$ cat src/rtl/gpi_route_pkg.sv
package gpi_route_pkg;
  localparam int GPI_CNT   = 16;
  localparam int FIELD_W   = 2;
  localparam int REG_W     = GPI_CNT * FIELD_W;
  localparam int BYTE_CNT  = REG_W / 8;
  // implemented slots: 0,1,5,6,7,8,9,11,12,13
  localparam logic [GPI_CNT-1:0] IMPL_SLOTS = 16'h3BE3;

  typedef enum logic [1:0] {
    ROUTE_NONE = 2'b00,
    ROUTE_SMI  = 2'b01,
    ROUTE_SCI  = 2'b10,
    ROUTE_RSVD = 2'b11
  } route_e;

  function automatic logic route_is_smi(input logic [1:0] code);
    return code == ROUTE_SMI;
  endfunction

  function automatic logic route_is_sci(input logic [1:0] code);
    return code == ROUTE_SCI;
  endfunction

  // widen a per-slot mask to a per-bit mask of the routing register
  function automatic logic [REG_W-1:0] slot_to_bits(input logic [GPI_CNT-1:0] slots);
    logic [REG_W-1:0] r;
    r = '0;
    for (int i = 0; i < GPI_CNT; i++) r[i*FIELD_W +: FIELD_W] = {FIELD_W{slots[i]}};
    return r;
  endfunction
endpackage

$ cat src/rtl/gpi_route_regs.sv
module gpi_route_regs
  import gpi_route_pkg::*;
#(
  parameter int                  N_SLOTS = GPI_CNT,
  parameter logic [N_SLOTS-1:0]  IMPL    = IMPL_SLOTS
) (
  input  logic                   clk,
  input  logic                   rst_n,
  input  logic                   wr_en,
  input  logic [N_SLOTS*2/8-1:0] wr_be,
  input  logic [N_SLOTS*2-1:0]   wr_data,
  output logic [N_SLOTS*2-1:0]   route_q
);
  localparam int W  = N_SLOTS * 2;
  localparam int NB = W / 8;
  localparam logic [W-1:0] KEEP = slot_to_bits(IMPL);

  logic [W-1:0] lane_mask;
  logic [W-1:0] route_d;

  for (genvar b = 0; b < NB; b++) begin : g_lane
    assign lane_mask[b*8 +: 8] = {8{wr_en & wr_be[b]}};
  end

  assign route_d = ((route_q & ~lane_mask) | (wr_data & lane_mask)) & KEEP;

  always_ff @(posedge clk) begin
    if (!rst_n) route_q <= '0;
    else        route_q <= route_d;
  end


  full_write_chk: assert property (@(posedge clk) disable iff (!rst_n)
    (wr_en && (&wr_be)) |=> route_q == ($past(wr_data) & KEEP));

  idle_hold_chk: assert property (@(posedge clk) disable iff (!rst_n)
    !wr_en |=> $stable(route_q));

  unimpl_zero_chk: assert property (@(posedge clk) disable iff (!rst_n)
    (route_q & ~KEEP) == '0);
endmodule

$ cat src/rtl/gpi_route_qual.sv
module gpi_route_qual
  import gpi_route_pkg::*;
#(
  parameter int                 N_SLOTS = GPI_CNT,
  parameter logic [N_SLOTS-1:0] IMPL    = IMPL_SLOTS
) (
  input  logic                 clk,
  input  logic                 rst_n,
  input  logic [N_SLOTS*2-1:0] route_q,
  input  logic [N_SLOTS-1:0]   sts,
  input  logic [N_SLOTS-1:0]   en,
  input  logic [N_SLOTS-1:0]   dir_in,
  output logic [N_SLOTS-1:0]   smi_hit,
  output logic [N_SLOTS-1:0]   sci_hit,
  output logic [N_SLOTS-1:0]   wake_hit
);
  logic [N_SLOTS-1:0] sel_smi, sel_sci, armed;

  for (genvar i = 0; i < N_SLOTS; i++) begin : g_slot
    assign sel_smi[i] = route_is_smi(route_q[i*2 +: 2]);
    assign sel_sci[i] = route_is_sci(route_q[i*2 +: 2]);
  end

  assign armed    = sts & en & IMPL;
  assign wake_hit = armed;
  assign smi_hit  = armed & dir_in & sel_smi;
  assign sci_hit  = armed & dir_in & sel_sci;


  no_double_route_chk: assert property (@(posedge clk) disable iff (!rst_n)
    (smi_hit & sci_hit) == '0);

  dir_gate_chk: assert property (@(posedge clk) disable iff (!rst_n)
    ((smi_hit | sci_hit) & ~dir_in) == '0);

  arm_gate_chk: assert property (@(posedge clk) disable iff (!rst_n)
    ((smi_hit | sci_hit | wake_hit) & ~(sts & en)) == '0);

  unimpl_quiet_chk: assert property (@(posedge clk) disable iff (!rst_n)
    ((smi_hit | sci_hit | wake_hit) & ~IMPL) == '0);
endmodule

$ cat src/rtl/gpi_route_ctrl.sv
module gpi_route_ctrl
  import gpi_route_pkg::*;
#(
  parameter int                 N_SLOTS = GPI_CNT,
  parameter logic [N_SLOTS-1:0] IMPL    = IMPL_SLOTS,
  localparam int                W       = N_SLOTS * 2,
  localparam int                NB      = W / 8
) (
  input  logic               clk,
  input  logic               rst_n,
  input  logic               wr_en,
  input  logic [NB-1:0]      wr_be,
  input  logic [W-1:0]       wr_data,
  output logic [W-1:0]       rd_data,
  input  logic [N_SLOTS-1:0] gpi_sts,
  input  logic [N_SLOTS-1:0] gpi_en,
  input  logic [N_SLOTS-1:0] gpio_in_dir,
  input  logic               sleeping,
  output logic               smi_req,
  output logic               sci_req,
  output logic               wake_req
);
  logic [W-1:0]       route_q;
  logic [N_SLOTS-1:0] smi_hit, sci_hit, wake_hit;

  gpi_route_regs #(.N_SLOTS(N_SLOTS), .IMPL(IMPL)) u_regs (
    .clk(clk), .rst_n(rst_n), .wr_en(wr_en), .wr_be(wr_be),
    .wr_data(wr_data), .route_q(route_q)
  );

  gpi_route_qual #(.N_SLOTS(N_SLOTS), .IMPL(IMPL)) u_qual (
    .clk(clk), .rst_n(rst_n), .route_q(route_q), .sts(gpi_sts), .en(gpi_en),
    .dir_in(gpio_in_dir), .smi_hit(smi_hit), .sci_hit(sci_hit), .wake_hit(wake_hit)
  );

  assign rd_data  = route_q;
  assign smi_req  = |smi_hit;
  assign sci_req  = |sci_hit;
  assign wake_req = sleeping & (|wake_hit);


  wake_sleep_chk: assert property (@(posedge clk) disable iff (!rst_n)
    wake_req |-> sleeping);

  smi_source_chk: assert property (@(posedge clk) disable iff (!rst_n)
    smi_req |-> |(gpi_sts & gpi_en & gpio_in_dir));

  sci_level_chk: assert property (@(posedge clk) disable iff (!rst_n)
    (sci_req && $stable(route_q) && $stable(gpi_sts) && $stable(gpi_en) &&
     $stable(gpio_in_dir)) |=> (sci_req || !$stable(route_q) || !$stable(gpi_sts) ||
     !$stable(gpi_en) || !$stable(gpio_in_dir)));
endmodule

$ cat config.mk
export PLATFORM = sky130hd
export DESIGN_NAME = gpi_route_ctrl
export DESIGN_NICKNAME = d
export VERILOG_FILES = /design/src/rtl/gpi_route_pkg.sv /design/src/rtl/gpi_route_regs.sv /design/src/rtl/gpi_route_qual.sv /design/src/rtl/gpi_route_ctrl.sv
export SDC_FILE = /design/constraint.sdc
export NUM_CORES = 1
export LEC_CHECK = 0
export ABC_AREA = 1
export BUFFER_PORTS_ARGS = -buffer_cell sky130_fd_sc_hd__buf_2
export CAP_MARGIN = 10
export CORE_MARGIN = 3
export CORE_UTILIZATION = 30
export CTS_CLUSTER_DIAMETER = 150
export CTS_CLUSTER_SIZE = 20
export DETAILED_ROUTE_END_ITERATION = 16
export PLACE_DENSITY = 0.77
export SYNTH_ARGS = -nofsm -noshare
export SYNTH_HDL_FRONTEND = slang
export SYNTH_SLANG_ARGS = --single-unit
export TNS_END_PERCENT = 10
$ cat constraint.sdc
create_clock -name clk -period 0.9 [get_ports clk]
set_clock_uncertainty 0.1 [all_clocks]
set_input_delay 0 -clock clk [delete_from_list [all_inputs] [get_ports clk]]
set_output_delay 0 -clock clk [all_outputs]
set_load 0.05 [all_outputs]
==> results of run 1 <==
kinds of logic after synthesis:
group,Yosys count,share of synthesized area (%)
AND/OR/NAND/NOR,91,30.4
buffers and inverters,45,19.5
AO/OA/AOI/OAI,36,15.4
flip-flops,20,34.3
other,1,0.321
synth_stat cells:
| cell type | n | area, sq um |
|---|---|---|
| sky130_fd_sc_hd__nand2_1 | 42 | 158 |
| sky130_fd_sc_hd__nor2_1 | 40 | 150 |
| sky130_fd_sc_hd__inv_1 | 29 | 109 |
| sky130_fd_sc_hd__dfxtp_1 | 20 | 400 |
| sky130_fd_sc_hd__a21oi_1 | 16 | 80.1 |
| sky130_fd_sc_hd__buf_4 | 13 | 97.6 |
| sky130_fd_sc_hd__o21ai_0 | 10 | 50.1 |
| sky130_fd_sc_hd__o21ai_1 | 10 | 50.1 |
| sky130_fd_sc_hd__nand3_1 | 8 | 40.0 |
| sky130_fd_sc_hd__buf_2 | 2 | 10.0 |
| sky130_fd_sc_hd__buf_6 | 1 | 11.3 |
| sky130_fd_sc_hd__conb_1 | 1 | 3.75 |
| sky130_fd_sc_hd__nand3b_1 | 1 | 7.51 |
worst max path at each step:
| stage | endpoint | slack (ps) | cells past startpoint |
|---|---|---|---|
| 2_1_floorplan | smi_req | -130 | 6 |
| 3_3_place_gp | sci_req | -180 | 7 |
| 3_5_place_dp | sci_req | -160 | 7 |
| 4_1_cts | smi_req | -390 | 7 |
| 5_1_grt | sci_req | -490 | 7 |
| 6_report | sci_req | -400 | 7 |
cell usage in the layout, fill, tap and decap left out:
| master | netlist | routed |
|---|---|---|
| sky130_fd_sc_hd__a21oi_2 | 0 | 2 |
| sky130_fd_sc_hd__buf_6 | 1 | 16 |
| sky130_fd_sc_hd__nor2_2 | 0 | 2 |
| sky130_fd_sc_hd__clkinv_1 | 0 | 1 |
| sky130_fd_sc_hd__clkbuf_8 | 0 | 3 |
| sky130_fd_sc_hd__nand3_1 | 8 | 8 |
| sky130_fd_sc_hd__dfxtp_4 | 0 | 20 |
| sky130_fd_sc_hd__conb_1 | 1 | 12 |
| sky130_fd_sc_hd__nor2_1 | 40 | 38 |
| sky130_fd_sc_hd__nand2_1 | 42 | 40 |
| sky130_fd_sc_hd__buf_2 | 2 | 58 |
| sky130_fd_sc_hd__o21ai_0 | 10 | 9 |
| sky130_fd_sc_hd__a21oi_1 | 16 | 14 |
| sky130_fd_sc_hd__dlygate4sd3_1 | 0 | 20 |
| sky130_fd_sc_hd__inv_1 | 29 | 13 |
| sky130_fd_sc_hd__inv_2 | 0 | 16 |
| sky130_fd_sc_hd__nand3b_1 | 1 | 1 |
| sky130_fd_sc_hd__buf_8 | 0 | 4 |
| sky130_fd_sc_hd__buf_4 | 13 | 26 |
| sky130_fd_sc_hd__o21ai_1 | 10 | 11 |
| sky130_fd_sc_hd__nand2_2 | 0 | 2 |
cell type report:
cell class | instances | area [sq um] | area share (%)
Timing Repair Buffer | 124 | 926 | 41.8
Multi-Input combinational cell | 139 | 598 | 27.0
Sequential cell | 20 | 475 | 21.5
Inverter | 29 | 109 | 4.92
Tap cell | 48 | 60.1 | 2.71
Clock buffer | 3 | 41.3 | 1.87
Clock inverter | 1 | 3.75 | 0.170
report_power, final:
group          internal [W]  leakage (nW)  switching [W]  total [W]
combinational      0.000444         0.972       0.000636    0.00108
sequential         0.000929         0.178      0.0000575   0.000986
clock              0.000304        0.0231       0.000283   0.000587
per-layer routing:
metal	share of wire, %	wire length, microns	global-route usage (%)	vias up
li1	-	-	-	818
met1	39	1510	18.5	669
met2	53	2050	29.2	60
met3	7.7	296	4.43	2
met4	0.36	14	2.23	0
met5	0	0	0	-
tightest hold or removal path, stage by stage:
cell	delay (ps)
sky130_fd_sc_hd__buf_2	210
sky130_fd_sc_hd__o21ai_0	110
sky130_fd_sc_hd__a21oi_1	40
repair_timing:
item | 4_1_cts | 5_1_grt
setup buffers | 0 | 3
hold buffers | 20 | 0
gates resized for setup | 37 | 15
pin swaps | 0 | 3
endpoints found under the setup margin | 22 | 18
cloned | 0 | 0
hold endpoints to repair | 20 | 0
through the flow:
stage          worst slack [ps]  util [%]  std cells
5_1_grt                    -488      59.6        364
6_report                   -399      59.6        364
4_1_cts                    -386      57.7        361
2_1_floorplan              -126         -        204
3_5_place_dp               -162      48.1        337
3_3_place_gp               -175      48.1        337
==> flow_summary.html, run 1 <==
<table>
<tr><th>Metric</th><th>Value</th></tr>
<tr><th colspan="2">Outcome</th></tr>
<tr><td>Outcome</td><td>complete, but fails checks</td></tr>
<tr><td>Violated checks</td><td>setup timing</td></tr>
<tr><th colspan="2">Yosys</th></tr>
<tr><td>Warning count from the yosys run</td><td>0</td></tr>
<tr><td>Post-synth design cell area</td><td>1170 sq um</td></tr>
<tr><td>Seq cells post-synth</td><td>20</td></tr>
<tr><td>Number of standard cells after synthesis</td><td>193</td></tr>
<tr><td>Fraction of the yosys area taken by sequential cells</td><td>34.3%</td></tr>
<tr><td>Count of distinct cell types in the synthesized netlist</td><td>13</td></tr>
<tr><td>Syn_area_per_cell</td><td>6.05 sq um</td></tr>
<tr><th colspan="2">GRT</th></tr>
<tr><td>Largest net degree at the start of global routing</td><td>21</td></tr>
<tr><td>Number of global-route vias before repair</td><td>1,344</td></tr>
<tr><td>Global-route wire length before repair</td><td>5590 microns</td></tr>
<tr><td>Number of antenna violations at the first check in global routing</td><td>0</td></tr>
<tr><td>Total grt overflow</td><td>0</td></tr>
<tr><td>Gr usage total</td><td>15.9%</td></tr>
<tr><th colspan="2">Cells and area</th></tr>
<tr><td>Area delta synth-&gt;final</td><td>89.6%</td></tr>
<tr><td>Final design instance area without fill</td><td>2210 sq um</td></tr>
<tr><td>Final Net Count</td><td>405</td></tr>
<tr><td>Antenna Diode Count</td><td>0</td></tr>
<tr><td>Number of fillers in the final layout</td><td>367</td></tr>
<tr><td>Layout cell share with drive strength beyond 1</td><td>47.2%</td></tr>
<tr><th colspan="2">STA</th></tr>
<tr><td>RSZ-0062 raised after global routing</td><td>true</td></tr>
<tr><td>Number of max-slew violations in the final report</td><td>0</td></tr>
<tr><td>Final Cycle Share</td><td>144%</td></tr>
<tr><td>Final number of setup-violating endpoints</td><td>10</td></tr>
<tr><td>Peak clock frequency supported by timing</td><td>770 MHz</td></tr>
<tr><td>Final sum of negative setup slack</td><td>-1190 ps</td></tr>
<tr><td>Worst slack on hold paths</td><td>42.9 ps</td></tr>
<tr><td>Post-layout worst setup margin</td><td>-399 ps</td></tr>
<tr><td>Shortest clock period the worst path allows after layout</td><td>1300 ps</td></tr>
<tr><td>Number of hold-slack violations in the final timing report</td><td>0</td></tr>
<tr><th colspan="2">Setup path</th></tr>
<tr><td>Cells traversed along the worst timing path</td><td>inv_2 -&gt; nor2_1 -&gt; nand2_1 -&gt; nand3_1 -&gt; nor2_1 -&gt; nand2_2 -&gt; buf_8</td></tr>
<tr><td>Slowest Stage Delay on Critical Path</td><td>350 ps</td></tr>
<tr><td>Family of cells with the greatest summed delay on the critical path</td><td>simple AND/OR/NAND/NOR gates</td></tr>
<tr><td>Register-to-register setup slack</td><td>-10 ps</td></tr>
<tr><td>Data required, critical path</td><td>800 ps</td></tr>
<tr><td>Kind of start point of the critical path</td><td>flip-flop</td></tr>
<tr><td>Cell repeated most along the worst path</td><td>sky130_fd_sc_hd__nor2_1</td></tr>
<tr><td>Data arrival time at the worst-slack endpoint</td><td>1200 ps</td></tr>
<tr><td>Critical path capture point type</td><td>primary output</td></tr>
<tr><td>CP bufs+invs</td><td>2</td></tr>
<tr><td>Max Fanout on Critical Path</td><td>3</td></tr>
<tr><td>Crit-path slowest cell</td><td>sky130_fd_sc_hd__dfxtp_4</td></tr>
<tr><td>Category of the most critical setup path</td><td>flip-flop to primary output</td></tr>
<tr><td>Cells on worst reg2reg path</td><td>4</td></tr>
<tr><th colspan="2">Clocking</th></tr>
<tr><td>Root Driver</td><td>sky130_fd_sc_hd__clkbuf_8</td></tr>
<tr><td>Post-CTS clock slew at the launch and capture registers of the worst setup and hold paths</td><td>70 ps</td></tr>
<tr><td>Clk sinks</td><td>20</td></tr>
<tr><td>Maximum level of the CTS H-tree</td><td>1</td></tr>
<tr><td>Maximum number of buffers from clock root to sink</td><td>2</td></tr>
<tr><td>Clock tree from TritonCTS</td><td>done</td></tr>
<tr><td>Number of buffers inserted during clock tree synthesis</td><td>3</td></tr>
<tr><td>Latest clock arrival within the worst-skew pair</td><td>250 ps</td></tr>
<tr><th colspan="2">Drt</th></tr>
<tr><td>Vias post-DR</td><td>1,549</td></tr>
<tr><td>Post-Route WL</td><td>3870 microns</td></tr>
<tr><td>Vias per Instance</td><td>4.26</td></tr>
<tr><td>Router iterations before antenna repair</td><td>4</td></tr>
<tr><td>Number of nets with antenna violations after detailed routing</td><td>0</td></tr>
<tr><td>Number of DRC violations after detailed-routing iteration 0</td><td>34</td></tr>
<tr><td>Average wire per standard cell</td><td>10.6 microns</td></tr>
<tr><td>DRC violation count after routing</td><td>0</td></tr>
<tr><th colspan="2">Power and ir drop</th></tr>
<tr><td>Leakage power</td><td>1.17 nW</td></tr>
<tr><td>Max rail drop VDD</td><td>1050 uV</td></tr>
<tr><td>Final total power</td><td>0.00265 W</td></tr>
<tr><td>Power density cells</td><td>1200 nW/um^2</td></tr>
<tr><th colspan="2">Die</th></tr>
<tr><td>Die height</td><td>68.4 microns</td></tr>
<tr><td>Initial Util</td><td>31.4%</td></tr>
<tr><td>Number of standard-cell rows in the floorplan</td><td>22</td></tr>
<tr><td>Core outline area</td><td>3720 sq um</td></tr>
<tr><td>Die footprint</td><td>4680 sq um</td></tr>
<tr><td>Count of boundary I/O pins</td><td>123</td></tr>
<tr><td>Die Span X</td><td>68.4 microns</td></tr>
<tr><th colspan="2">Flow run</th></tr>
<tr><td>Max-capacitance violation count</td><td>0</td></tr>
<tr><th colspan="2">Placement</th></tr>
<tr><td>Routability congestion estimate</td><td>0.759</td></tr>
<tr><td>Post-placement cell area</td><td>1790 sq um</td></tr>
<tr><td>Detailed placer's ending HPWL</td><td>2970 microns</td></tr>
<tr><td># port buffers</td><td>80</td></tr>
<tr><th colspan="2">Hold path</th></tr>
<tr><td>Worst hold path depth</td><td>3</td></tr>
<tr><td>Path category of the worst min-delay check</td><td>input port to flip-flop</td></tr>
<tr><td>Min-Delay Startpoint</td><td>rst_n</td></tr>
</table>
(Power assumes the default switching activity.)
==> inputs of run 2 (changes only) <==
Settings changed: PLACE_DENSITY 0.77 to 0.68.
==> flow_summary.html, run 2 (synthesis gave the netlist of run 1 again) <==
<table>
<tr><th>Metric</th><th>Value</th></tr>
<tr><th colspan="2">Die</th></tr>
<tr><td>Die footprint</td><td>4680 sq um (unchanged)</td></tr>
<tr><td>Initial Util</td><td>31.4% (unchanged)</td></tr>
<tr><td>Count of boundary I/O pins</td><td>123 (unchanged)</td></tr>
<tr><td>Core outline area</td><td>3720 sq um (unchanged)</td></tr>
<tr><td>Die Span X</td><td>68.4 microns (unchanged)</td></tr>
<tr><td>Die height</td><td>68.4 microns (unchanged)</td></tr>
<tr><td>Number of standard-cell rows in the floorplan</td><td>22 (unchanged)</td></tr>
<tr><th colspan="2">Clocking</th></tr>
<tr><td>Maximum number of buffers from clock root to sink</td><td>2 (unchanged)</td></tr>
<tr><td>Latest clock arrival within the worst-skew pair</td><td>260 ps (was 250 ps)</td></tr>
<tr><td>Root Driver</td><td>sky130_fd_sc_hd__clkbuf_8 (unchanged)</td></tr>
<tr><td>Number of buffers inserted during clock tree synthesis</td><td>3 (unchanged)</td></tr>
<tr><td>Post-CTS clock slew at the launch and capture registers of the worst setup and hold paths</td><td>70 ps (about the same)</td></tr>
<tr><td>Maximum level of the CTS H-tree</td><td>1 (unchanged)</td></tr>
<tr><td>Buffer count from post-CTS setup fixing</td><td>0 (unchanged)</td></tr>
<tr><td>Clk sinks</td><td>20 (unchanged)</td></tr>
<tr><td>Clock tree from TritonCTS</td><td>done (unchanged)</td></tr>
<tr><th colspan="2">Outcome</th></tr>
<tr><td>Violated checks</td><td>setup timing (unchanged)</td></tr>
<tr><td>Outcome</td><td>complete, but fails checks (unchanged)</td></tr>
<tr><th colspan="2">STA</th></tr>
<tr><td>Number of hold-slack violations in the final timing report</td><td>0 (unchanged)</td></tr>
<tr><td>Peak clock frequency supported by timing</td><td>780 MHz (was 770 MHz)</td></tr>
<tr><td>Final Cycle Share</td><td>142% (was 144%)</td></tr>
<tr><td>Number of max-slew violations in the final report</td><td>0 (unchanged)</td></tr>
<tr><td>RSZ-0062 raised after global routing</td><td>true (unchanged)</td></tr>
<tr><td>Final number of setup-violating endpoints</td><td>7 (was 10)</td></tr>
<tr><td>Shortest clock period the worst path allows after layout</td><td>1280 ps (was 1300 ps)</td></tr>
<tr><td>Post-layout worst setup margin</td><td>-382 ps (was -399 ps)</td></tr>
<tr><td>Worst slack on hold paths</td><td>18.5 ps (was 42.9 ps)</td></tr>
<tr><th colspan="2">GRT</th></tr>
<tr><td>Gr usage total</td><td>16.4% (was 15.9%)</td></tr>
<tr><td>Number of global-route vias before repair</td><td>1,353 (was 1,344)</td></tr>
<tr><td>Total grt overflow</td><td>0 (unchanged)</td></tr>
<tr><td>Number of antenna violations at the first check in global routing</td><td>0 (unchanged)</td></tr>
<tr><td>Global-route wire length before repair</td><td>5690 microns (was 5590 microns)</td></tr>
<tr><td>Largest net degree at the start of global routing</td><td>21 (unchanged)</td></tr>
<tr><th colspan="2">Drt</th></tr>
<tr><td>Vias post-DR</td><td>1,500 (was 1,549)</td></tr>
<tr><td>Number of DRC violations after detailed-routing iteration 0</td><td>41 (was 34)</td></tr>
<tr><td>Number of nets with antenna violations after detailed routing</td><td>0 (unchanged)</td></tr>
<tr><td>Post-Route WL</td><td>3830 microns (was 3870 microns)</td></tr>
<tr><td>Average wire per standard cell</td><td>10.7 microns (was 10.6 microns)</td></tr>
<tr><td>Vias per Instance</td><td>4.19 (was 4.26)</td></tr>
<tr><td>Router iterations before antenna repair</td><td>4 (unchanged)</td></tr>
<tr><td>DRC violation count after routing</td><td>0 (unchanged)</td></tr>
<tr><th colspan="2">Power and ir drop</th></tr>
<tr><td>Max rail drop VDD</td><td>551 uV (was 1050 uV)</td></tr>
<tr><td>Sequential cell fraction of total power</td><td>37.6% (was 37.2%)</td></tr>
<tr><td>Leakage power</td><td>1.15 nW (was 1.17 nW)</td></tr>
<tr><td>Final total power</td><td>0.00263 W (was 0.00265 W)</td></tr>
<tr><td>Gate power share</td><td>39.6% (was 40.7%)</td></tr>
<tr><td>Fraction of power consumed by the clock network</td><td>22.8% (was 22.1%)</td></tr>
<tr><td>P_int</td><td>0.00166 W (was 0.00168 W)</td></tr>
<tr><td>Power density cells</td><td>1220 nW/um^2 (was 1200 nW/um^2)</td></tr>
<tr><td>Switch Pwr</td><td>0.000973 W (was 0.000977 W)</td></tr>
<tr><td>Switching share of power</td><td>37.0% (was 36.8%)</td></tr>
<tr><th colspan="2">Placement</th></tr>
<tr><td>Post-placement cell area</td><td>1770 sq um (was 1790 sq um)</td></tr>
<tr><td># port buffers</td><td>80 (unchanged)</td></tr>
<tr><td>Detailed placer's ending HPWL</td><td>2940 microns (was 2970 microns)</td></tr>
<tr><td>Cells after DPL</td><td>334 (was 337)</td></tr>
<tr><td>Pre-CTS setup slack</td><td>-169 ps (was -162 ps)</td></tr>
<tr><td>Routability congestion estimate</td><td>0.719 (was 0.759)</td></tr>
<tr><th colspan="2">Cells and area</th></tr>
<tr><td>Layout cell share with drive strength beyond 1</td><td>45.2% (was 47.2%)</td></tr>
<tr><td>Antenna Diode Count</td><td>0 (unchanged)</td></tr>
<tr><td>Combined flip-flop and latch cell area</td><td>475 sq um (unchanged)</td></tr>
<tr><td>Final Net Count</td><td>399 (was 405)</td></tr>
<tr><td>Total area of multi-input combinational cells</td><td>588 sq um (was 598 sq um)</td></tr>
<tr><td>Most used cells in the layout excluding fill and tap cells</td><td>sky130_fd_sc_hd__buf_2, sky130_fd_sc_hd__nand2_1, sky130_fd_sc_hd__nor2_1 (unchanged)</td></tr>
<tr><td>Number of fillers in the final layout</td><td>367 (unchanged)</td></tr>
<tr><td>Final design instance area without fill</td><td>2170 sq um (was 2210 sq um)</td></tr>
<tr><td>Area delta synth-&gt;final</td><td>85.5% (was 89.6%)</td></tr>
<tr><td>Most common cell after layout, fill and taps aside</td><td>sky130_fd_sc_hd__buf_2 (unchanged)</td></tr>
<tr><td>Final Non-Filler Cells</td><td>358 (was 364)</td></tr>
<tr><th colspan="2">Setup path</th></tr>
<tr><td>Critical path capture point type</td><td>primary output (unchanged)</td></tr>
<tr><td>Max Fanout on Critical Path</td><td>3 (unchanged)</td></tr>
<tr><td>Slowest Stage Delay on Critical Path</td><td>350 ps (about the same)</td></tr>
<tr><td>Kind of start point of the critical path</td><td>flip-flop (unchanged)</td></tr>
<tr><td>Category of the most critical setup path</td><td>flip-flop to primary output (unchanged)</td></tr>
<tr><td>Family of cells with the greatest summed delay on the critical path</td><td>simple AND/OR/NAND/NOR gates (unchanged)</td></tr>
<tr><td>Crit-path slowest cell</td><td>sky130_fd_sc_hd__dfxtp_4 (unchanged)</td></tr>
<tr><td>Data required, critical path</td><td>800 ps (about the same)</td></tr>
<tr><td>Register-to-register setup slack</td><td>60 ps (was -10 ps)</td></tr>
<tr><td>Data arrival time at the worst-slack endpoint</td><td>1180 ps (was 1200 ps)</td></tr>
<tr><td>Cells traversed along the worst timing path</td><td>inv_2 -&gt; nor2_1 -&gt; nand2_1 -&gt; nand2_1 -&gt; nor2_2 -&gt; nand2_2 -&gt; buf_8 (was inv_2 -&gt; nor2_1 -&gt; nand2_1 -&gt; nand3_1 -&gt; nor2_1 -&gt; nand2_2 -&gt; buf_8)</td></tr>
<tr><td>Cell repeated most along the worst path</td><td>sky130_fd_sc_hd__nand2_1 (was sky130_fd_sc_hd__nor2_1)</td></tr>
<tr><td>CP bufs+invs</td><td>2 (unchanged)</td></tr>
<tr><td>Cells on worst reg2reg path</td><td>3 (was 4)</td></tr>
<tr><th colspan="2">Flow run</th></tr>
<tr><td>Max-capacitance violation count</td><td>0 (unchanged)</td></tr>
<tr><th colspan="2">Hold path</th></tr>
<tr><td>Worst hold path depth</td><td>3 (unchanged)</td></tr>
<tr><td>Path category of the worst min-delay check</td><td>input port to flip-flop (unchanged)</td></tr>
<tr><td>Min-Delay Startpoint</td><td>wr_be[0] (was rst_n)</td></tr>
</table>
[run 2: changes by cell type in the layout (fill, tap and decap cells not counted)]
cell,previous run,this run
sky130_fd_sc_hd__buf_4,26,20
sky130_fd_sc_hd__a21oi_1,14,16
sky130_fd_sc_hd__a21oi_2,2,0
sky130_fd_sc_hd__buf_6,16,14
sky130_fd_sc_hd__buf_8,4,6
sky130_fd_sc_hd__nor2_1,38,39
sky130_fd_sc_hd__nor2_2,2,1
sky130_fd_sc_hd__o21ai_0,9,10
sky130_fd_sc_hd__o21ai_1,11,10
[run 2: metal layers]
| layer | wire (microns) | global-route usage, % | vias to the layer above |
|---|---|---|---|
| met5 | 0 | 0 | - |
| met4 | 27 | 5.71 | 0 |
| met3 | 235 | 2.96 | 4 |
| met2 | 2060 | 29.8 | 52 |
| met1 | 1510 | 19.0 | 635 |
| li1 | - | - | 809 |
[run 2: what timing repair did]
action,4_1_cts,5_1_grt
hold buffers,20,0
endpoints found under the hold margin,20,0
endpoints found under the setup margin,22,17
resized for setup,41,10
[run 2: power groups by stage]
stage               Sequential (W)  Combinational (W)  Clock (W)
floorplan                  0.00121           0.000406          0
global placement          0.000993           0.000870          0
detailed placement        0.000998           0.000872          0
CTS                       0.000989            0.00102   0.000621
global route               0.00100            0.00113   0.000659
finish                    0.000991            0.00104   0.000600
[run 2: metrics by stage]
| stage | util [%] | setup TNS [ps] |
|---|---|---|
| 3_3_place_gp | 47.5 | -333 |
| 6_report | 58.3 | -1010 |
| 4_1_cts | 57.5 | -1210 |
| 5_1_grt | 58.3 | -1370 |
| 2_1_floorplan | - | -252 |
| 3_5_place_dp | 47.5 | -337 |
[run 2: area by class of cell]
class / count / share of cell area, %
Sequential cell: 20 / 22.0
Tap cell: 48 / 2.77
Clock inverter: 1 / 0.173
Clock buffer: 3 / 1.91
Timing Repair Buffer: 118 / 41.0
Multi-Input combinational cell: 139 / 27.2
Inverter: 29 / 5.03
[run 2: how the worst max path moves through the flow]
stage / startpoint / to / cells after the start
CTS: flip-flop / sci_req / 7
finish: flip-flop / smi_req / 7
global placement: flip-flop / sci_req / 7
global route: flip-flop / smi_req / 7
detailed placement: flip-flop / sci_req / 7
floorplan: flip-flop / smi_req / 6
[run 2: worst min-delay path, stage by stage]
cell and delay (ps):
sky130_fd_sc_hd__buf_2 90, sky130_fd_sc_hd__nand2_1 150, sky130_fd_sc_hd__a21oi_1 100
==> inputs of run 3 (changes only) <==
Settings changed: CORE_UTILIZATION 30 to 35, PLACE_DENSITY 0.68 to 0.78, TNS_END_PERCENT 10 to unset.
==> flow_summary.html, run 3 (synthesis gave the netlist of run 1 again) <==
<table>
<tr><th>Metric</th><th>Value</th></tr>
<tr><th colspan="2">Drt</th></tr>
<tr><td>Met3 wire length</td><td>318 microns (was 235 microns)</td></tr>
<tr><td>Vias per Instance</td><td>4.41 (was 4.19)</td></tr>
<tr><td>Number of nets with antenna violations after detailed routing</td><td>0 (unchanged)</td></tr>
<tr><td>Vias post-DR</td><td>1,676 (was 1,500)</td></tr>
<tr><td>Highest routed layer</td><td>met4 (unchanged)</td></tr>
<tr><td>Metal1 wirelength</td><td>1730 microns (was 1510 microns)</td></tr>
<tr><td>Router iterations before antenna repair</td><td>4 (unchanged)</td></tr>
<tr><td>DRC violation count after routing</td><td>0 (unchanged)</td></tr>
<tr><td>Number of DRC violations after detailed-routing iteration 0</td><td>69 (was 41)</td></tr>
<tr><td>Post-Route WL</td><td>4600 microns (was 3830 microns)</td></tr>
<tr><td>Metal2 WL</td><td>2510 microns (was 2060 microns)</td></tr>
<tr><td>Average wire per standard cell</td><td>12.1 microns (was 10.7 microns)</td></tr>
<tr><th colspan="2">Cells and area</th></tr>
<tr><td>Layout cell share with drive strength beyond 1</td><td>54.5% (was 45.2%)</td></tr>
<tr><td>Most used cells in the layout excluding fill and tap cells</td><td>sky130_fd_sc_hd__buf_2, sky130_fd_sc_hd__nor2_1, sky130_fd_sc_hd__nand2_1, sky130_fd_sc_hd__buf_4 (was sky130_fd_sc_hd__buf_2, sky130_fd_sc_hd__nand2_1, sky130_fd_sc_hd__nor2_1)</td></tr>
<tr><td>Layout Utilization</td><td>80.5% (was 58.3%)</td></tr>
<tr><td>Most common cell after layout, fill and taps aside</td><td>sky130_fd_sc_hd__buf_2 (unchanged)</td></tr>
<tr><td>Final Net Count</td><td>425 (was 399)</td></tr>
<tr><td>Number of fillers in the final layout</td><td>194 (was 367)</td></tr>
<tr><td>Combined flip-flop and latch cell area</td><td>475 sq um (unchanged)</td></tr>
<tr><td>Final Non-Filler Cells</td><td>380 (was 358)</td></tr>
<tr><td>Total area of multi-input combinational cells</td><td>647 sq um (was 588 sq um)</td></tr>
<tr><td>Antenna Diode Count</td><td>0 (unchanged)</td></tr>
<tr><td>Area delta synth-&gt;final</td><td>116% (was 85.5%)</td></tr>
<tr><th colspan="2">STA</th></tr>
<tr><td>Number of max-slew violations in the final report</td><td>0 (unchanged)</td></tr>
<tr><td>Final Cycle Share</td><td>155% (was 142%)</td></tr>
<tr><td>Shortest clock period the worst path allows after layout</td><td>1400 ps (was 1280 ps)</td></tr>
<tr><td>Peak clock frequency supported by timing</td><td>715 MHz (was 780 MHz)</td></tr>
<tr><td>Final number of setup-violating endpoints</td><td>27 (was 7)</td></tr>
<tr><td>Worst slack on hold paths</td><td>-34.0 ps (was 18.5 ps)</td></tr>
<tr><td>Final sum of negative setup slack</td><td>-2730 ps (was -1010 ps)</td></tr>
<tr><td>Post-layout worst setup margin</td><td>-499 ps (was -382 ps)</td></tr>
<tr><td>RSZ-0062 raised after global routing</td><td>true (unchanged)</td></tr>
<tr><td>Number of hold-slack violations in the final timing report</td><td>6 (was 0)</td></tr>
<tr><th colspan="2">Power and ir drop</th></tr>
<tr><td>Switching share of power</td><td>38.2% (was 37.0%)</td></tr>
<tr><td>Power density cells</td><td>1080 nW/um^2 (was 1220 nW/um^2)</td></tr>
<tr><td>Fraction of power consumed by the clock network</td><td>16.2% (was 22.8%)</td></tr>
<tr><td>Gate power share</td><td>47.3% (was 39.6%)</td></tr>
<tr><td>Switch Pwr</td><td>0.00104 W (was 0.000973 W)</td></tr>
<tr><td>Leakage power</td><td>1.32 nW (was 1.15 nW)</td></tr>
<tr><td>Max rail drop VDD</td><td>825 uV (was 551 uV)</td></tr>
<tr><td>P_int</td><td>0.00168 W (was 0.00166 W)</td></tr>
<tr><td>Sequential cell fraction of total power</td><td>36.6% (was 37.6%)</td></tr>
<tr><td>Final total power</td><td>0.00272 W (was 0.00263 W)</td></tr>
<tr><th colspan="2">Placement</th></tr>
<tr><td>Detailed placer's ending HPWL</td><td>2950 microns (was 2940 microns)</td></tr>
<tr><td>Routability congestion estimate</td><td>0.735 (was 0.719)</td></tr>
<tr><td>Cells after DPL</td><td>340 (was 334)</td></tr>
<tr><td># port buffers</td><td>80 (unchanged)</td></tr>
<tr><td>Pre-CTS setup slack</td><td>-190 ps (was -169 ps)</td></tr>
<tr><th colspan="2">Outcome</th></tr>
<tr><td>Violated checks</td><td>hold timing, setup timing (was setup timing)</td></tr>
<tr><td>Outcome</td><td>complete, but fails checks (unchanged)</td></tr>
<tr><th colspan="2">GRT</th></tr>
<tr><td>Global-route wire length before repair</td><td>6650 microns (was 5690 microns)</td></tr>
<tr><td>Total grt overflow</td><td>0 (unchanged)</td></tr>
<tr><td>Gr usage total</td><td>20.8% (was 16.4%)</td></tr>
<tr><td>Number of antenna violations at the first check in global routing</td><td>0 (unchanged)</td></tr>
<tr><td>Largest net degree at the start of global routing</td><td>21 (unchanged)</td></tr>
<tr><td>Number of global-route vias before repair</td><td>1,567 (was 1,353)</td></tr>
<tr><th colspan="2">Clocking</th></tr>
<tr><td>Maximum level of the CTS H-tree</td><td>1 (unchanged)</td></tr>
<tr><td>Latest clock arrival within the worst-skew pair</td><td>300 ps (was 260 ps)</td></tr>
<tr><td>Root Driver</td><td>sky130_fd_sc_hd__clkbuf_4 (was sky130_fd_sc_hd__clkbuf_8)</td></tr>
<tr><td>Clock tree from TritonCTS</td><td>done (unchanged)</td></tr>
<tr><td>Post-CTS clock slew at the launch and capture registers of the worst setup and hold paths</td><td>110 ps (was 70 ps)</td></tr>
<tr><td>Cts hold-fix bufs</td><td>20 (unchanged)</td></tr>
<tr><td>Maximum number of buffers from clock root to sink</td><td>2 (unchanged)</td></tr>
<tr><td>Clk sinks</td><td>20 (unchanged)</td></tr>
<tr><td>Number of buffers inserted during clock tree synthesis</td><td>3 (unchanged)</td></tr>
<tr><th colspan="2">Setup path</th></tr>
<tr><td>Critical path capture point type</td><td>primary output (unchanged)</td></tr>
<tr><td>Data arrival time at the worst-slack endpoint</td><td>1300 ps (was 1180 ps)</td></tr>
<tr><td>Cells traversed along the worst timing path</td><td>inv_2 -&gt; nor2_1 -&gt; nand2_1 -&gt; nand3_2 -&gt; nor2_2 -&gt; nand2_2 -&gt; buf_8 (was inv_2 -&gt; nor2_1 -&gt; nand2_1 -&gt; nand2_1 -&gt; nor2_2 -&gt; nand2_2 -&gt; buf_8)</td></tr>
<tr><td>Category of the most critical setup path</td><td>flip-flop to primary output (unchanged)</td></tr>
<tr><td>Data required, critical path</td><td>800 ps (about the same)</td></tr>
<tr><td>Family of cells with the greatest summed delay on the critical path</td><td>simple AND/OR/NAND/NOR gates (unchanged)</td></tr>
<tr><td>Crit-path slowest cell</td><td>sky130_fd_sc_hd__dfxtp_4 (unchanged)</td></tr>
<tr><td>Max Fanout on Critical Path</td><td>3 (unchanged)</td></tr>
<tr><td>CP bufs+invs</td><td>2 (unchanged)</td></tr>
<tr><td>Kind of start point of the critical path</td><td>flip-flop (unchanged)</td></tr>
<tr><td>Slowest Stage Delay on Critical Path</td><td>370 ps (was 350 ps)</td></tr>
<tr><th colspan="2">Die</th></tr>
<tr><td>Number of standard-cell rows in the floorplan</td><td>20 (was 22)</td></tr>
<tr><td>Count of boundary I/O pins</td><td>123 (unchanged)</td></tr>
<tr><td>Core outline area</td><td>3130 sq um (was 3720 sq um)</td></tr>
<tr><td>Die footprint</td><td>4060 sq um (was 4680 sq um)</td></tr>
<tr><td>Die height</td><td>63.8 microns (was 68.4 microns)</td></tr>
<tr><td>Die Span X</td><td>63.8 microns (was 68.4 microns)</td></tr>
<tr><td>Initial Util</td><td>37.3% (was 31.4%)</td></tr>
<tr><th colspan="2">Flow run</th></tr>
<tr><td>Max-capacitance violation count</td><td>0 (unchanged)</td></tr>
<tr><th colspan="2">Hold path</th></tr>
<tr><td>Path category of the worst min-delay check</td><td>input port to flip-flop (unchanged)</td></tr>
</table>
-- run 3: through the flow --
stage	instance area, sq um	hold slack, ps
after CTS	2310	-41.8
after detailed placement	1840	153
after global routing	2520	-33.4
after global placement	1840	148
final	2520	-34.0
after floorplan	1290	45.2
-- run 3: per-layer routing --
metal  GRT usage [%]  vias to the layer above
met1            22.9                      743
met5               0                        -
met2            41.1                       71
met3            3.16                        4
li1                -                      858
met4            4.85                        0
-- run 3: power groups by stage --
stage          logic, W  clock network [W]  registers [W]
2_1_floorplan  0.000406                  0        0.00121
3_3_place_gp   0.000902                  0       0.000992
3_5_place_dp   0.000911                  0       0.000998
4_1_cts         0.00114           0.000453       0.000994
5_1_grt         0.00137           0.000497        0.00100
6_report        0.00128           0.000439       0.000993
-- run 3: worst min-delay path: stages --
cell                      delay, ps
sky130_fd_sc_hd__buf_2          100
sky130_fd_sc_hd__nand2_1        150
sky130_fd_sc_hd__a21oi_1         90
-- run 3: timing repair --
item / CTS / global route
gates resized for setup: 66 / 36
hold endpoints to repair: 20 / 3
setup buffers: 3 / 14
pin swaps: 4 / 11
endpoints found under the setup margin: 22 / 23
-- run 3: final timing paths --
path,startpoint,cells past startpoint,slack [ps],to
max,flip-flop,7,-500,smi_req
min,wr_be[0],3,-30,flip-flop
max reg2reg,flip-flop,4,-50,flip-flop
min reg2reg,flip-flop,3,480,flip-flop
-- run 3: layout make-up --
type	instances	area share (%)
Multi-Input combinational cell	139	25.7
Timing Repair Buffer	144	47.8
Clock buffer	3	0.895
Sequential cell	20	18.9
Clock inverter	1	0.149
Inverter	29	4.42
Tap cell	44	2.19
